**config.mk**
```make
export PLATFORM = sky130hd
export DESIGN_NAME = vdp_cmd_decoder
export DESIGN_NICKNAME = d
export VERILOG_FILES = /design/src/rtl/vdp_cmd_pkg.sv /design/src/rtl/vdp_cmd_ctrl.sv /design/src/rtl/vdp_cmd_path.sv /design/src/rtl/vdp_cmd_decoder.sv
export SDC_FILE = /design/constraint.sdc
export NUM_CORES = 1
export LEC_CHECK = 0
export BUFFER_PORTS_ARGS = -buffer_cell sky130_fd_sc_hd__buf_2
export CAP_MARGIN = 10
export CORE_MARGIN = 3
export CORE_UTILIZATION = 47
export CTS_BUF_LIST = sky130_fd_sc_hd__clkbuf_8 sky130_fd_sc_hd__clkbuf_16
export DETAILED_ROUTE_END_ITERATION = 12
export PLACE_DENSITY_LB_ADDON = 0.15
export REMOVE_ABC_BUFFERS = 1
export SLEW_MARGIN = 10
export SYNTH_ARGS = -nofsm -noshare
export SYNTH_HDL_FRONTEND = slang
export SYNTH_SLANG_ARGS = --single-unit
```
**constraint.sdc**
```tcl
create_clock -name clk -period 2.2 [get_ports clk]
set_input_delay 0.22 -clock clk [delete_from_list [all_inputs] [get_ports clk]]
set_output_delay 0.22 -clock clk [all_outputs]
set_load 0.02 [all_outputs]
```
**src/rtl/vdp_cmd_pkg.sv**
```systemverilog
package vdp_cmd_pkg;
  localparam int ADDR_W = 16;
  localparam int CODE_W = 6;
  localparam int REG_W  = 8;
  localparam int IDX_W  = 5;

  typedef struct packed {
    logic regWr;
    logic firstWord;
    logic secondWord;
    logic advance;
  } cmdStrobe_t;
endpackage

```
**src/rtl/vdp_cmd_ctrl.sv**
```systemverilog
module vdp_cmd_ctrl
  import vdp_cmd_pkg::*;
(
  input  logic       clk,
  input  logic       rstN,
  input  logic       ctrlWr,
  input  logic       ctrlRd,
  input  logic       dataAcc,
  input  logic [1:0] prefix,
  output cmdStrobe_t strobe,
  output logic       pendingQ
);
  logic isRegWord;
  assign isRegWord = (prefix == 2'b10);

  always_comb begin
    strobe.regWr      = ctrlWr && !pendingQ && isRegWord;
    strobe.firstWord  = ctrlWr && !pendingQ && !isRegWord;
    strobe.secondWord = ctrlWr && pendingQ;
    strobe.advance    = !ctrlWr && dataAcc;
  end

  always_ff @(posedge clk) begin
    if (!rstN)
      pendingQ <= 1'b0;
    else if (strobe.firstWord)
      pendingQ <= 1'b1;
    else if (strobe.secondWord)
      pendingQ <= 1'b0;
    else if (dataAcc || ctrlRd)
      pendingQ <= 1'b0;
  end

  p_pend_set_r2: assert property (@(posedge clk) disable iff (!rstN)
    (ctrlWr && !pendingQ && prefix != 2'b10) |=> pendingQ);
  p_pend_clear_r3: assert property (@(posedge clk) disable iff (!rstN)
    (ctrlWr && pendingQ) |=> !pendingQ);
  p_reg_keep_pend_r1: assert property (@(posedge clk) disable iff (!rstN)
    (ctrlWr && !pendingQ && prefix == 2'b10) |=> !pendingQ);
  p_abandon_r8: assert property (@(posedge clk) disable iff (!rstN)
    (!ctrlWr && (dataAcc || ctrlRd)) |=> !pendingQ);
endmodule

```
**src/rtl/vdp_cmd_path.sv**
```systemverilog
module vdp_cmd_path
  import vdp_cmd_pkg::*;
#(
  parameter int REG_CNT     = 24,
  parameter int AUTOINC_IDX = 15,
  parameter int MODE2_IDX   = 1,
  parameter int DMAEN_BIT   = 4,
  parameter int DMACFG_IDX  = 23,
  parameter int COLOUR_W    = 7
) (
  input  logic              clk,
  input  logic              rstN,
  input  cmdStrobe_t        strobe,
  input  logic [15:0]       wrData,
  output logic              regWrEn,
  output logic [IDX_W-1:0]  regWrIdx,
  output logic [REG_W-1:0]  regWrVal,
  output logic [ADDR_W-1:0] accAddr,
  output logic [CODE_W-1:0] accCode,
  output logic              dmaStart,
  output logic [1:0]        dmaMode
);
  localparam logic [IDX_W-1:0]  LAST_IDX    = IDX_W'(REG_CNT - 1);
  localparam logic [ADDR_W-1:0] COLOUR_MASK = ADDR_W'((1 << COLOUR_W) - 1);

  logic [REG_W-1:0] autoIncQ, mode2Q, dmaCfgQ;
  logic [IDX_W-1:0] wrIdx;
  logic             idxValid, colourTarget;
  logic [ADDR_W-1:0] stepSum, nextAddr;

  assign wrIdx    = wrData[12:8];
  assign idxValid = (wrIdx <= LAST_IDX);
  assign colourTarget = (accCode[3:0] == 4'h3) || (accCode[3:0] == 4'h8);
  assign stepSum  = accAddr + {{(ADDR_W-REG_W){1'b0}}, autoIncQ};
  assign nextAddr = colourTarget ? (stepSum & COLOUR_MASK) : stepSum;

  // shadow copies of the registers this block depends on
  always_ff @(posedge clk) begin
    if (!rstN) begin
      autoIncQ <= '0;
      mode2Q   <= '0;
      dmaCfgQ  <= '0;
    end else if (strobe.regWr && idxValid) begin
      if (wrIdx == IDX_W'(AUTOINC_IDX)) autoIncQ <= wrData[7:0];
      if (wrIdx == IDX_W'(MODE2_IDX))   mode2Q   <= wrData[7:0];
      if (wrIdx == IDX_W'(DMACFG_IDX))  dmaCfgQ  <= wrData[7:0];
    end
  end

  always_ff @(posedge clk) begin
    if (!rstN) begin
      regWrEn  <= 1'b0;
      regWrIdx <= '0;
      regWrVal <= '0;
    end else begin
      regWrEn <= strobe.regWr && idxValid;
      if (strobe.regWr && idxValid) begin
        regWrIdx <= wrIdx;
        regWrVal <= wrData[7:0];
      end
    end
  end

  always_ff @(posedge clk) begin
    if (!rstN) begin
      accAddr <= '0;
      accCode <= '0;
    end else if (strobe.firstWord) begin
      accCode[1:0]  <= wrData[15:14];
      accAddr[13:0] <= wrData[13:0];
    end else if (strobe.secondWord) begin
      accCode[4:2]   <= wrData[6:4];
      accCode[5]     <= wrData[7];
      accAddr[15:14] <= wrData[1:0];
    end else if (strobe.advance) begin
      accAddr <= nextAddr;
    end
  end

  always_ff @(posedge clk) begin
    if (!rstN) begin
      dmaStart <= 1'b0;
      dmaMode  <= '0;
    end else begin
      dmaStart <= strobe.secondWord && wrData[7] && mode2Q[DMAEN_BIT];
      if (strobe.secondWord && wrData[7] && mode2Q[DMAEN_BIT])
        dmaMode <= dmaCfgQ[7:6];
    end
  end

  p_regwr_pulse_r1: assert property (@(posedge clk) disable iff (!rstN)
    regWrEn |=> !regWrEn || $past(strobe.regWr));
  p_dma_src_r4: assert property (@(posedge clk) disable iff (!rstN)
    dmaStart |-> $past(strobe.secondWord && wrData[7]));
  p_colour_wrap_r6: assert property (@(posedge clk) disable iff (!rstN)
    (strobe.advance && colourTarget) |=> (accAddr[ADDR_W-1:COLOUR_W] == '0));
  p_addr_hold_r8: assert property (@(posedge clk) disable iff (!rstN)
    (!strobe.firstWord && !strobe.secondWord && !strobe.advance) |=> $stable(accAddr));
  p_bad_idx_r10: assert property (@(posedge clk) disable iff (!rstN)
    (strobe.regWr && !idxValid) |=> !regWrEn);
endmodule

```
**src/rtl/vdp_cmd_decoder.sv**
```systemverilog
module vdp_cmd_decoder
  import vdp_cmd_pkg::*;
(
  input  logic        clk,
  input  logic        rstN,
  input  logic        ctrlWr,
  input  logic        ctrlRd,
  input  logic [15:0] ctrlWrData,
  input  logic        dataAcc,
  input  logic [15:0] oldWord,
  input  logic [15:0] newData,
  input  logic [15:0] byteMask,
  output logic [15:0] mergedWord,
  output logic        regWrEn,
  output logic [4:0]  regWrIdx,
  output logic [7:0]  regWrVal,
  output logic [15:0] accAddr,
  output logic [5:0]  accCode,
  output logic [5:0]  colourIdx,
  output logic        cmdPending,
  output logic        dmaStart,
  output logic [1:0]  dmaMode
);
  cmdStrobe_t strobe;

  vdp_cmd_ctrl i_ctrl (
    .clk(clk), .rstN(rstN), .ctrlWr(ctrlWr), .ctrlRd(ctrlRd),
    .dataAcc(dataAcc), .prefix(ctrlWrData[15:14]),
    .strobe(strobe), .pendingQ(cmdPending)
  );

  vdp_cmd_path i_path (
    .clk(clk), .rstN(rstN), .strobe(strobe), .wrData(ctrlWrData),
    .regWrEn(regWrEn), .regWrIdx(regWrIdx), .regWrVal(regWrVal),
    .accAddr(accAddr), .accCode(accCode),
    .dmaStart(dmaStart), .dmaMode(dmaMode)
  );

  assign colourIdx  = accAddr[6:1];
  assign mergedWord = (oldWord & ~byteMask) | (newData & byteMask);
endmodule

```
After elaboration in Yosys (flattened, before gate mapping)
Index checks and enable logic that the tools add are counted.
Storage, ports and cells
  bits in registers: 61
  bits of input ports: 69
  output and inout bits: 62
  logic and storage cells: 57
Operators by class
  $add $sub $neg: 1
  magnitude comparators: 1
  equality and inequality tests: 7
  multiplexer cells: 8
  bitwise gates (word level): 5
  reductions and logical operators: 22
Operators with widths (number)
  $and A16 B16 Y16: 2
  $mux W16: 2
  $mux W14: 2
  $add A16 B8 Y16: 1
  $not A16 Y16: 1
  $or A16 B16 Y16: 1
  $reduce_and A2 Y1: 6
  $logic_and A1 B1 Y1: 8
  $eq A5 B1 Y1 const B: 1
  $eq A5 B4 Y1 const B: 1
  $eq A5 B5 Y1 const B: 1
  $le A5 B5 Y1 const B: 1
  $eq A4 B2 Y1 const B: 1
  $eq A4 B4 Y1 const B: 1
  $reduce_bool A2 Y1: 2
  $logic_not A1 Y1: 3
  $mux W1: 3
  $reduce_bool A3 Y1: 1
  $eq A2 B2 Y1 const B: 1
  $logic_or A1 B1 Y1: 2
  $mux W2: 1
  $ne A2 B2 Y1 const B: 1
  $not A1 Y1: 1

Longest topological paths before layout
  word-level depth: 6
  depth in mapped cells: 7

By module
Synthesis repeated with hierarchy kept, for this count alone.
Unflattened totals
  cells, all modules: 322
  area, all modules: 2892.8 um^2
Modules (own cells, without submodules)
  vdp_cmd_path: times used 1, cells an instance 292, area each 2518.7 um^2, seq. area each 1001.0 um^2
  vdp_cmd_decoder: times used 1, cells an instance 22, area each 285.3 um^2, seq. area each 0.0 um^2
  vdp_cmd_ctrl: times used 1, cells an instance 8, area each 88.8 um^2, seq. area each 20.0 um^2

Least setup slack after synthesis
No wires, ideal clock.
  path kind: reg2reg
  start point: register i_path.accAddr[0]
  end point: register i_path.accAddr[10]
  data arrival time: 1.859 ns
  required time: 2.083 ns
  slack: 0.224 ns
  cell stages (with the launch flop): 8
  buffers on the path: 0
  clock period less this slack: 1.976 ns
  path through: dfxtp_1 -> ha_1 -> fa_1 -> a211oi_1 -> o211ai_1 -> nand4_1 -> xnor2_1 -> a22o_1
On the way
  cells in the longest elaborated chain, start to end: 5
Ends and longest elaborated chain
  start: declaration: line vdp_cmd_path.sv:18  | output logic [ADDR_W-1:0] accAddr,
  start signal: assignment: line vdp_cmd_path.sv:70  | accAddr[13:0] <= wrData[13:0];
  start signal: assignment: line vdp_cmd_path.sv:76  | accAddr <= nextAddr;
  $add A16 B8 Y16: line vdp_cmd_path.sv:34  | assign stepSum = accAddr + {{(ADDR_W-REG_W){1'b0}}, autoIncQ};
  $mux W16: line vdp_cmd_path.sv:35  | assign nextAddr = colourTarget ? (stepSum & COLOUR_MASK) : stepSum;
  $mux W16: line vdp_cmd_path.sv:75  | end else if (strobe.advance) begin
  $mux W14: line vdp_cmd_path.sv:71  | end else if (strobe.secondWord) begin
  $mux W14: line vdp_cmd_path.sv:68  | end else if (strobe.firstWord) begin
Every way passes these cells. The select of a mux whose other input is x is not followed.
A chain may end at the register's enable or synchronous reset.

Final worst setup path
  start point: register i_path.accAddr[0]
  end point: register i_path.accAddr[14]
On the way
  cells in the longest elaborated chain, start to end: 4
Ends and longest elaborated chain (line)
  $add A16 B8 Y16: vdp_cmd_path.sv:34
  $mux W16: vdp_cmd_path.sv:35
  $mux W16: vdp_cmd_path.sv:75
  $mux W2: vdp_cmd_path.sv:71
Every way passes these cells. The select of a mux whose other input is x is not followed.

==> results.sh <==
export IMPL_syn_inst=318
export IMPL_syn_cell_area_um2=2760
export IMPL_synth_edff_count=0
export IMPL_crit_path_start_kind="register"
export IMPL_cp_max_fo=4
export IMPL_fin_crit_sh=0.928
export IMPL_vias=2817
export IMPL_crit_slowest_cell="fa_1"
export IMPL_drt_wl_total_mm=7.64
export IMPL_status="finished, final reports clean"
export IMPL_grtUsageTotal=0.222
export IMPL_slew_headroom=0.246
export IMPL_area_growth_pct=27.8
export IMPL_dp_final_hpwl_mm=5.77
export IMPL_drive_gt1_frac=0.379
export IMPL_clkSinkCount=51
export IMPL_grt_pass1_vias=2470
export IMPL_layout_common_cells="130 x buf_2, 54 x nand2_1, 51 x dfxtp_1"
export IMPL_critPathMaxStageDelay_ns=0.44
export IMPL_drcViolationCount=0
export IMPL_die_x_um=82.6
export IMPL_clk_pin_slew_worst_paths_ns=0.09
export IMPL_power_leakage_nw=1.72
export IMPL_dr_pass1_iters=4
export IMPL_path_cells="ha_1 > fa_1 > a211oi_2 > o211ai_1 > nand4b_1 > xor2_1 > o22ai_1"
export IMPL_combPwrFrac=0.215
export IMPL_arrival_ns=2.22
export IMPL_power_frac_clock=0.266
export IMPL_tns_ns=0
export IMPL_core_rowCount=27
export IMPL_layout_commonest_cell="buf_2"
export IMPL_yosys_area_top_type="dfxtp_1"
export IMPL_synth_avg_cell_area_um2=8.66
export IMPL_ant_nets=0
export IMPL_first_iter_violations=120
export IMPL_hold_depth=3
export IMPL_cp_required_ns=2.37
export IMPL_core_area_um2=5570
export IMPL_numCtsBuffers=5
export IMPL_io_buffer_count=130
export IMPL_switchingPower_mw=0.576
export IMPL_worst_setup_path_type="reg -> reg"
export IMPL_wl_per_cell_um=14.8
export IMPL_insertion_delay_ns=0.30
export IMPL_fin_nets=520
export IMPL_dieArea_um2=6820
export IMPL_rsz0062_at_grt="false"
export IMPL_cts_root_buf="clkbuf_8"
export IMPL_setup_viol=0
export IMPL_tightest_slew_ns=1.12
export IMPL_grt_pass1_wl_mm=11.6
export IMPL_clockBufferDepth=2
export IMPL_peakVddDrop_mv=0.444
export IMPL_tritoncts="done"
export IMPL_gp_congestion=0.874
export IMPL_async_flop_share=0
export IMPL_diodes=0
export IMPL_drv_slew=0
export IMPL_powerDensity_nw_per_um2=545
export IMPL_final_hold_violation_count=0
export IMPL_ff2ff_path_depth=7
export IMPL_stdcell_count=515
export IMPL_viasPerCell=5.47
export IMPL_synth_top_area_frac=0.371
export IMPL_h_tree_depth=2
export IMPL_hp_class="in -> reg"
export IMPL_antenna_found_initial=0
export IMPL_synth_top_flop_cell="dfxtp_1"
export IMPL_max_freq_mhz=490
export IMPL_maxCapViolCount=0
export IMPL_yosys_warnings=0
export IMPL_seq_power_share=0.519
export IMPL_fin_skew_ns=0.00449
export IMPL_endpoint_kind="register"
export IMPL_post_cts_buffers=0
export IMPL_ys_ff_latch=51
export IMPL_grt_overflow_total=0
export IMPL_initial_utilization=0.494
export IMPL_switching_share=0.300
export IMPL_die_y_um=82.6
export IMPL_p_int_mw=1.34
export IMPL_place_inst=507
export IMPL_ys_seq_area_frac=0.371
export IMPL_grt_max_degree=43
export IMPL_layout_min_cycle_time_ns=2.04
export IMPL_yosysUniqueCellTypes=48
export IMPL_pin_count=131
export IMPL_synth_area_top_cells="dfxtp_1 37%, nand2_1 7.4%, mux2_2 6.5%"
==> routing by layer <==
| layer | GRT usage | part of all wire | vias up |
|---|---|---|---|
| li1 | - | - | 1397 |
| met1 | 0.276 | 0.42 | 1317 |
| met2 | 0.388 | 0.49 | 97 |
| met3 | 0.0445 | 0.079 | 6 |
| met4 | 0.0654 | 0.0096 | 0 |
| met5 | 0 | 0 | - |
==> per-stage QoR <==
stage                util  hold slack, ns  setup slack [ns]  power (mW)  cell area, um2
detailed placement  0.616           0.442             0.143        1.43            3430
CTS                 0.631           0.130             0.131        1.93            3520
global placement    0.616           0.440             0.222        1.42            3430
finish              0.632           0.134             0.158        1.92            3520
floorplan               -           0.338             0.113        1.24            2650
global route        0.632           0.138            0.0217        2.01            3520
==> final timing paths <==
check                                  startpoint                              end  slack [ns]
setup / recovery   i_path.accAddr[0]$_SDFFE_PN0P_  i_path.accAddr[14]$_SDFFE_PN0P_        0.16
hold / removal                     ctrlWrData[13]  i_path.accAddr[13]$_SDFFE_PN0P_        0.13
setup reg to reg   i_path.accAddr[0]$_SDFFE_PN0P_  i_path.accAddr[14]$_SDFFE_PN0P_        0.16
hold reg to reg   i_path.regWrIdx[0]$_SDFFE_PN0P_  i_path.regWrIdx[0]$_SDFFE_PN0P_        0.45
==> Yosys cell counts (6+ instances only) <==
cell	count
a22oi_1	6
a21o_1	7
nor2_1	22
a21oi_1	31
dfxtp_1	51
mux2_2	16
mux2i_1	13
nand3_1	12
xnor2_1	6
nand4_1	7
ha_1	8
nand2_1	54
buf_4	6
o21ai_0	8
clkbuf_1	8
==> what timing repair did <==
| item | CTS | global route |
|---|---|---|
| resized for setup | 0 | 1 |
| hold buffers | 0 | 0 |
| endpoints found under the setup margin | 0 | 3 |
==> registers in the layout, indices dropped and copies added, names as in the netlist <==
register / count
i_path.dmaMode: 2
i_path.regWrEn: 1
i_path.accAddr: 16
i_path.regWrIdx: 5
i_ctrl.pendingQ: 1
i_path.autoIncQ: 8
i_path.dmaStart: 1
i_path.dmaCfgQ: 2
i_path.accCode: 6
i_path.regWrVal: 8
i_path.mode2Q: 1
==> cell type report <==
class,instances,area (um2)
Inverter,2,7.51
Fill cell,540,2050
Multi-Input combinational cell,246,1630
Tap cell,72,90.1
Clock inverter,3,12.5
Sequential cell,51,1020
Timing Repair Buffer,136,696
Clock buffer,5,68.8
==> cells by family after synthesis <==
kind of cell	after synthesis	synth area share
xor+xnor	8	0.0254
mux	29	0.113
flops	51	0.371
buf+inv	21	0.0413
fa+ha+maj	9	0.0436
simple gates	125	0.233
compound gates	75	0.174
==> power groups by stage <==
stage	Clock [mW]	Sequential, mW	Combinational, mW
4_1_cts	0.522	0.993	0.413
3_5_place_dp	0	1.01	0.412
2_1_floorplan	0	1.06	0.179
3_3_place_gp	0	1.01	0.405
5_1_grt	0.560	0.999	0.450
6_report	0.511	0.994	0.412
==> worst max-delay path: cells and delay by family (launching register included) <==
kind | cells | cell delay [ns]
AO/OA/AOI/OAI | 3 | 0.58
XOR/XNOR | 1 | 0.15
adder cells (fa/ha/maj) | 2 | 0.67
flip-flops | 1 | 0.34
AND/OR/NAND/NOR | 1 | 0.18
(Power assumes the default switching activity.)
